<file path="src/rtl/rtc_pkg.sv">
`timescale 1ns/1ps
package rtc_pkg;
  localparam int DATA_W     = 8;
  localparam int NUM_TIME   = 7;   // sec, min, hour, day, month, year, weekday
  localparam int NUM_FIELD  = 6;   // fields taking part in alarm compare
  localparam int ALARM_BASE = 7;
  localparam int CTRL_ADDR  = 13;
  localparam int STAT_ADDR  = 14;
  localparam int INTEN_ADDR = 15;
  localparam int COMPL_ADDR = 16;
  localparam int COMPH_ADDR = 17;
  localparam int RUN_BIT    = 0;
  localparam int SNAP_BIT   = 6;
  localparam int CTRL_KEEP  = 6;   // stored control bits [5:0]

  localparam int F_SEC = 0, F_MIN = 1, F_HOUR = 2, F_DAY = 3,
                 F_MON = 4, F_YEAR = 5, F_WDAY = 6;

  typedef logic [DATA_W-1:0] byte_t;

  typedef struct packed {
    logic                 advance;
    logic                 capture;
    logic [NUM_TIME-1:0]  timeWr;
    logic [NUM_FIELD-1:0] alarmWr;
    byte_t                wrData;
  } rtcStrobe_t;

  function automatic byte_t bcdInc(byte_t v);
    byte_t r;
    if (v[3:0] >= 4'd9) r = {v[7:4] + 4'd1, 4'd0};
    else                r = {v[7:4], v[3:0] + 4'd1};
    return r;
  endfunction

  function automatic byte_t monthLast(byte_t mon, byte_t yr);
    logic [7:0] yrBin;
    byte_t      r;
    yrBin = ({4'd0, yr[7:4]} * 8'd10) + {4'd0, yr[3:0]};
    case (mon)
      8'h02:                      r = (yrBin[1:0] == 2'b00) ? 8'h29 : 8'h28;
      8'h04, 8'h06, 8'h09, 8'h11: r = 8'h30;
      default:                    r = 8'h31;
    endcase
    return r;
  endfunction
endpackage

</file>
<file path="src/rtl/rtc_ctrl.sv">
`timescale 1ns/1ps
module rtc_ctrl
  import rtc_pkg::*;
#(
  parameter int ADDR_W = 5
) (
  input  logic                        clk,
  input  logic                        rst_n,
  input  logic                        tick,
  input  logic [ADDR_W-1:0]           addr,
  input  logic                        wr_en,
  input  byte_t                       wr_data,
  input  logic [NUM_TIME-1:0][7:0]    shadowRegs,
  input  logic [NUM_FIELD-1:0][7:0]   alarmRegs,
  output rtcStrobe_t                  str,
  output byte_t                       rd_data
);
  logic [CTRL_KEEP-1:0] ctrlQ;
  byte_t statusQ, intEnQ, compLoQ, compHiQ;
  logic [NUM_TIME-1:0]  timeHit;
  logic [NUM_FIELD-1:0] alarmHit;
  logic ctrlHit, statHit, intEnHit, compLoHit, compHiHit;

  assign ctrlHit   = wr_en && (addr == ADDR_W'(CTRL_ADDR));
  assign statHit   = wr_en && (addr == ADDR_W'(STAT_ADDR));
  assign intEnHit  = wr_en && (addr == ADDR_W'(INTEN_ADDR));
  assign compLoHit = wr_en && (addr == ADDR_W'(COMPL_ADDR));
  assign compHiHit = wr_en && (addr == ADDR_W'(COMPH_ADDR));

  for (genvar i = 0; i < NUM_TIME; i++) begin : g_timeDec
    assign timeHit[i] = wr_en && (addr == ADDR_W'(i));
  end
  for (genvar i = 0; i < NUM_FIELD; i++) begin : g_alarmDec
    assign alarmHit[i] = wr_en && (addr == ADDR_W'(ALARM_BASE + i));
  end

  always_ff @(posedge clk) begin
    if (!rst_n) begin
      ctrlQ   <= '0;
      statusQ <= '0;
      intEnQ  <= '0;
      compLoQ <= '0;
      compHiQ <= '0;
    end else begin
      if (ctrlHit)   ctrlQ   <= wr_data[CTRL_KEEP-1:0];
      if (statHit)   statusQ <= wr_data;
      if (intEnHit)  intEnQ  <= wr_data;
      if (compLoHit) compLoQ <= wr_data;
      if (compHiHit) compHiQ <= wr_data;
    end
  end

  always_comb begin
    str.timeWr  = timeHit;
    str.alarmWr = alarmHit;
    str.wrData  = wr_data;
    str.capture = ctrlHit && wr_data[SNAP_BIT];
    str.advance = tick && ctrlQ[RUN_BIT] && (timeHit == '0);
  end

  always_comb begin
    rd_data = '0;
    for (int i = 0; i < NUM_TIME; i++)
      if (addr == ADDR_W'(i)) rd_data = shadowRegs[i];
    for (int i = 0; i < NUM_FIELD; i++)
      if (addr == ADDR_W'(ALARM_BASE + i)) rd_data = alarmRegs[i];
    if (addr == ADDR_W'(CTRL_ADDR))  rd_data = {{(DATA_W-CTRL_KEEP){1'b0}}, ctrlQ};
    if (addr == ADDR_W'(STAT_ADDR))  rd_data = statusQ;
    if (addr == ADDR_W'(INTEN_ADDR)) rd_data = intEnQ;
    if (addr == ADDR_W'(COMPL_ADDR)) rd_data = compLoQ;
    if (addr == ADDR_W'(COMPH_ADDR)) rd_data = compHiQ;
  end

  AST_RUN_STORED: assert property (@(posedge clk) disable iff (!rst_n)
    ctrlHit |=> (ctrlQ[RUN_BIT] == $past(wr_data[RUN_BIT])));
  AST_ALARM_STORED: assert property (@(posedge clk) disable iff (!rst_n)
    alarmHit[0] |=> (alarmRegs[0] == $past(wr_data)));
endmodule

</file>
<file path="src/rtl/rtc_datapath.sv">
`timescale 1ns/1ps
module rtc_datapath
  import rtc_pkg::*;
(
  input  logic                       clk,
  input  logic                       rst_n,
  input  rtcStrobe_t                 str,
  output logic [NUM_TIME-1:0][7:0]   shadowRegs,
  output logic [NUM_FIELD-1:0][7:0]  alarmRegs,
  output logic                       alarmMatch
);
  localparam logic [NUM_TIME-1:0][7:0] TIME_RST =
    {8'h00, 8'h00, 8'h01, 8'h01, 8'h00, 8'h00, 8'h00};

  logic [NUM_TIME-1:0][7:0]  liveQ;
  logic [NUM_TIME-1:0][7:0]  tickNext;
  logic [NUM_TIME-1:0]       adv;
  logic [NUM_FIELD-1:0][7:0] tickResult;
  logic [NUM_FIELD-1:0]      fieldEq;
  logic secWrap, minWrap, hrWrap, dayWrap, monWrap;
  byte_t dayTop;
  logic matchQ;

  // carry chain
  always_comb begin
    dayTop  = monthLast(liveQ[F_MON], liveQ[F_YEAR]);
    secWrap = (liveQ[F_SEC] == 8'h59);
    minWrap = secWrap && (liveQ[F_MIN] == 8'h59);
    hrWrap  = minWrap && (liveQ[F_HOUR] == 8'h23);
    dayWrap = hrWrap && (liveQ[F_DAY] == dayTop);
    monWrap = dayWrap && (liveQ[F_MON] == 8'h12);
    adv[F_SEC]  = 1'b1;
    adv[F_MIN]  = secWrap;
    adv[F_HOUR] = minWrap;
    adv[F_DAY]  = hrWrap;
    adv[F_MON]  = dayWrap;
    adv[F_YEAR] = monWrap;
    adv[F_WDAY] = hrWrap;
  end

  // per-field successor values
  always_comb begin
    tickNext[F_SEC]  = (liveQ[F_SEC]  == 8'h59) ? 8'h00 : bcdInc(liveQ[F_SEC]);
    tickNext[F_MIN]  = (liveQ[F_MIN]  == 8'h59) ? 8'h00 : bcdInc(liveQ[F_MIN]);
    tickNext[F_HOUR] = (liveQ[F_HOUR] == 8'h23) ? 8'h00 : bcdInc(liveQ[F_HOUR]);
    tickNext[F_DAY]  = (liveQ[F_DAY]  == dayTop) ? 8'h01 : bcdInc(liveQ[F_DAY]);
    tickNext[F_MON]  = (liveQ[F_MON]  == 8'h12) ? 8'h01 : bcdInc(liveQ[F_MON]);
    tickNext[F_YEAR] = (liveQ[F_YEAR] == 8'h99) ? 8'h00 : bcdInc(liveQ[F_YEAR]);
    tickNext[F_WDAY] = (liveQ[F_WDAY] >= 8'h06) ? 8'h00 : liveQ[F_WDAY] + 8'h01;
  end

  always_ff @(posedge clk) begin
    if (!rst_n) begin
      liveQ <= TIME_RST;
    end else begin
      for (int i = 0; i < NUM_TIME; i++) begin
        if (str.timeWr[i])               liveQ[i] <= str.wrData;
        else if (str.advance && adv[i])  liveQ[i] <= tickNext[i];
      end
    end
  end

  always_ff @(posedge clk) begin
    if (!rst_n)           shadowRegs <= TIME_RST;
    else if (str.capture) shadowRegs <= liveQ;
  end

  for (genvar i = 0; i < NUM_FIELD; i++) begin : g_alarm
    always_ff @(posedge clk) begin
      if (!rst_n)              alarmRegs[i] <= 8'h00;
      else if (str.alarmWr[i]) alarmRegs[i] <= str.wrData;
    end
    assign tickResult[i] = adv[i] ? tickNext[i] : liveQ[i];
    assign fieldEq[i]    = (tickResult[i] == alarmRegs[i]);
  end

  always_ff @(posedge clk) begin
    if (!rst_n) matchQ <= 1'b0;
    else        matchQ <= str.advance && (&fieldEq);
  end
  assign alarmMatch = matchQ;

  AST_HALT_HOLD: assert property (@(posedge clk) disable iff (!rst_n)
    (!str.advance && (str.timeWr == '0)) |=> $stable(liveQ));
  AST_CAPTURE_COPY: assert property (@(posedge clk) disable iff (!rst_n)
    str.capture |=> (shadowRegs == $past(liveQ)));
  AST_SEC_WRAP: assert property (@(posedge clk) disable iff (!rst_n)
    (str.advance && (liveQ[F_SEC] == 8'h59)) |=> (liveQ[F_SEC] == 8'h00));
  AST_MONTH_WRAP: assert property (@(posedge clk) disable iff (!rst_n)
    (str.advance && dayWrap && (liveQ[F_MON] == 8'h12)) |=> (liveQ[F_MON] == 8'h01));
  AST_WDAY_FOLLOWS: assert property (@(posedge clk) disable iff (!rst_n)
    (str.advance && hrWrap) |=> (liveQ[F_WDAY] != $past(liveQ[F_WDAY])));
  AST_MATCH_PULSE: assert property (@(posedge clk) disable iff (!rst_n)
    alarmMatch |=> !alarmMatch);
endmodule

</file>
<file path="src/rtl/rtc_core.sv">
`timescale 1ns/1ps
module rtc_core
  import rtc_pkg::*;
#(
  parameter int ADDR_W = 5
) (
  input  logic              clk,
  input  logic              rst_n,
  input  logic              tick,
  input  logic [ADDR_W-1:0] addr,
  input  logic              wr_en,
  input  logic [7:0]        wr_data,
  output logic [7:0]        rd_data,
  output logic              alarm_match
);
  rtcStrobe_t                str;
  logic [NUM_TIME-1:0][7:0]  shadowRegs;
  logic [NUM_FIELD-1:0][7:0] alarmRegs;

  rtc_ctrl #(.ADDR_W(ADDR_W)) u_ctrl (
    .clk        (clk),
    .rst_n      (rst_n),
    .tick       (tick),
    .addr       (addr),
    .wr_en      (wr_en),
    .wr_data    (wr_data),
    .shadowRegs (shadowRegs),
    .alarmRegs  (alarmRegs),
    .str        (str),
    .rd_data    (rd_data)
  );

  rtc_datapath u_dp (
    .clk        (clk),
    .rst_n      (rst_n),
    .str        (str),
    .shadowRegs (shadowRegs),
    .alarmRegs  (alarmRegs),
    .alarmMatch (alarm_match)
  );
endmodule

</file>
<file path="config.mk">
export PLATFORM = sky130hd
export DESIGN_NAME = rtc_core
export DESIGN_NICKNAME = d
export VERILOG_FILES = /design/src/rtl/rtc_pkg.sv /design/src/rtl/rtc_ctrl.sv /design/src/rtl/rtc_datapath.sv /design/src/rtl/rtc_core.sv
export SDC_FILE = /design/constraint.sdc
export NUM_CORES = 1
export LEC_CHECK = 0
export ABC_AREA = 0
export CORE_ASPECT_RATIO = 1.75
export CORE_MARGIN = 1.5
export CORE_UTILIZATION = 44
export CTS_BUF_LIST = sky130_fd_sc_hd__clkbuf_8 sky130_fd_sc_hd__clkbuf_16
export CTS_CLUSTER_DIAMETER = 200
export DETAILED_ROUTE_END_ITERATION = 10
export DONT_BUFFER_PORTS = 1
export HOLD_SLACK_MARGIN = 0.12
export PLACE_DENSITY_LB_ADDON = 0.25
export SKIP_LAST_GASP = 1
export SLEW_MARGIN = 20
export SYNTH_ARGS = -nofsm -noshare
export SYNTH_HDL_FRONTEND = slang
export SYNTH_HIERARCHICAL = 1
export SYNTH_SLANG_ARGS = --single-unit
</file>
<file path="constraint.sdc">
create_clock -name clk -period 3.4 [get_ports clk]
set_input_delay 0.68 -clock clk [delete_from_list [all_inputs] [get_ports clk]]
set_output_delay 0.68 -clock clk [all_outputs]
set_load 0.1 [all_outputs]
</file>
==> impl_metrics.yaml <==
yosys:
  syn_area_um2: 13200
  avgSynthCellArea_um2: 8.20
  yosysWarnings: 6
  synth_top_area_share_pct: 30.2
  yosysTopAreaCell: "dfxtp_1"
  ys_seq_area_share_pct: 30.2
  synth_fp_nets: 1660
  ys_ff_latch: 199
  ys.flop_type: "dfxtp_1"
  synth_edf_count: 0
  syn_inst: 1610
  async_flop_share_pct: 0
  synth.distinct_cells: 89
  synthTopCellsByArea: "dfxtp_1, mux2i_1, nor2b_1"
floorplanning:
  ios: 26
  die_y_um: 232
  rows: 83
  die_w_um: 134
  core_area_um2: 29400
  die-area_um2: 31100
  start_util_pct: 44.9
routing:
  detail_route.iter0.violations: 1168
  routed_wl_mm: 53.9
  drc: 0
  drtPass1Iterations: 6
  routedWlPerCell_um: 26.7
  via_count: 12900
  via_per_inst: 6.38
  drtAntennaViolNets: 0
placed_design:
  place_congestion: 1.10
  port_buffers: 0
  dp_hpwl_mm: 39.6
power:
  cellPowerDensity_nw_per_um2: 329
  ir_drop_v: 0.000464
  leakagePower_uw: 0.00529
min_path:
  hold_class: "input pin to register"
  min_delay_path_depth: 1
setup_path:
  crit_path_start_kind: "register"
  critPathRequiredTime_ns: 2.72
  critPathMaxFanout: 2
  r2r_cells: 12
  end_kind: "primary output"
  cp.arrival_ns: 2.56
  worstSetupPathType: "register to primary output"
final_layout:
  nFillCells: 2876
  insertedDiodeCount: 0
  final_common_cell: "dfxtp_1"
  nets: 1676
  drive_gt1_share_pct: 13.0
  syn_to_final_growth_pct: 12.6
  layout_common_cells: "dfxtp_1, nor2b_1, mux2i_1"
sta:
  setup_tns_ns: 0
  finalClockSkew_ns: 0.0120
  setup_viol: 0
  drv_slew: 0
  holdWs_ns: 0.343
  worst_slew_pin_slew_ns: 1.03
  hold_violations: 0
  rsz0062_at_grt: "false"
  slew_headroom_pct: 31.3
  post-route-period-util_pct: 95.4
  min_period_ns: 3.24
  fmax_ghz: 0.308
cts:
  ctsHoldBuffers: 0
  clock_sinks: 199
  root_buffer: "clkbuf_16"
  cts.path.max_buffers: 2
  cts_tree: "done"
  clk-insertion-delay-late_ns: 0.47
  clkTransAtPathRegs_ns: 0.08
  htree_levels: 4
  numCtsBuffers: 17
grt:
  antenna_found_initial: 3
  grt_pass1_vias: 12600
  track_usage_pct: 34.7
  grt_overflow: 0
  grt_max_degree: 200
  grt_pass1_wl_mm: 79.4
job:
  cap_violations: 0
status:
  status: "completed"
-- power by group --
part           internal, uW  total [uW]  switching [uW]
sequential             2340        2370            20.6
combinational           182         429             246
clock                  1030        2090            1070
-- worst paths after layout --
check	start	end	slack (ns)
max	u_dp/shadowRegs[3]	rd_data[3]	0.16
min	rst_n	u_dp/shadowRegs[24]	0.34
max reg2reg	u_dp/liveQ[1]	u_dp/liveQ[28]	0.18
min reg2reg	u_ctrl/intEnQ[1]	u_ctrl/intEnQ[1]	0.46
-- per-stage QoR --
stage / util [%] / std cells / total power (uW) / instance area (um^2) / setup slack [ns]
after global placement: 48.2 / 1985 / 2830 / 14200 / -0.0551
after global routing: 50.6 / 2021 / 5010 / 14900 / 0.0142
after floorplan: - / 1610 / 2780 / 13200 / -0.0429
after CTS: 50.3 / 2017 / 4890 / 14800 / 0.0187
after detailed placement: 48.2 / 1985 / 2830 / 14200 / -0.0698
final: 50.6 / 2021 / 4890 / 14900 / 0.158
-- repair_timing --
| action | 4_1_cts | 5_1_grt |
|---|---|---|
| setup endpoints to repair | 1 | 1 |
| setup buffers | 0 | 4 |
| pin swaps | 0 | 2 |
| resized for setup | 2 | 13 |
-- metal layers --
layer	global-route usage (%)	share of wire [%]	up-vias
met5	0	0.061	-
met4	26.9	9.0	4
met3	5.85	6.6	244
met2	60.3	49	643
met1	37.0	36	6156
li1	-	-	5841
-- worst max-delay path, stage by stage (launching register included) --
cell       delay [ns]
dfxtp_1          0.36
or3b_2           0.45
a21oi_1          0.21
a2111oi_0        0.11
a2111oi_0        0.46
o32a_1           0.31
buf_12           0.19
-- sequential cells by signal, indices dropped and copies added (netlist names) --
| name | cells |
|---|---|
| u_dp/liveQ | 56 |
| u_ctrl/compHiQ | 8 |
| u_dp/alarmMatch | 1 |
| u_dp/alarmRegs | 48 |
| u_ctrl/ctrlQ | 6 |
| u_ctrl/compLoQ | 8 |
| u_dp/shadowRegs | 56 |
| u_ctrl/statusQ | 8 |
| u_ctrl/intEnQ | 8 |
-- kinds of logic after synthesis --
group                      Yosys count  share of synthesized area [%]
and+or+nand+nor                    604                           25.5
muxes                              152                           11.5
xor gates and xnor gates            42                           2.79
DFF                                199                           30.2
adders and majority gates           33                           3.13
AOI/OAI and AO/OA                  395                           20.8
buffers and inverters              185                           6.06
-- area by class of cell --
cell class | count | area [um^2] | area share, %
multi-input combinational | 1226 | 8520 | 57.3
sequential | 199 | 3980 | 26.8
timing repair buffer | 131 | 1090 | 7.34
tap | 382 | 478 | 3.21
clock buffer | 19 | 453 | 3.05
inverter | 51 | 191 | 1.29
clock inverter | 13 | 150 | 1.01
-- synth_stat cells, drive strengths merged, types with 6 or more instances --
| cell | n |
|---|---|
| a2bb2oi | 6 |
| buf | 46 |
| a21boi | 20 |
| o21ai | 86 |
| nor4 | 15 |
| ha | 33 |
| nand2 | 126 |
| dfxtp | 199 |
| a221oi | 12 |
| nor3 | 33 |
| nor2 | 70 |
| nand3 | 62 |
| nor2b | 151 |
| a221o | 6 |
| a211oi | 7 |
| nand4 | 16 |
| xor2 | 17 |
| nand2b | 19 |
| o221ai | 6 |
| xnor2 | 25 |
| nor3b | 13 |
| a32oi | 7 |
| o211a | 17 |
| or3b | 8 |
| o2bb2ai | 6 |
| o31ai | 7 |
| o311ai | 8 |
| nor4b | 7 |
| a21oi | 81 |
| a32o | 6 |
| a22oi | 12 |
| o22ai | 18 |
| a31oi | 21 |
| clkbuf | 88 |
| o211ai | 10 |
| and3 | 20 |
| and2 | 32 |
| nand3b | 7 |
| mux2i | 150 |
| a2111oi | 9 |
| inv | 50 |
Power figures use the tool's default switching activity.
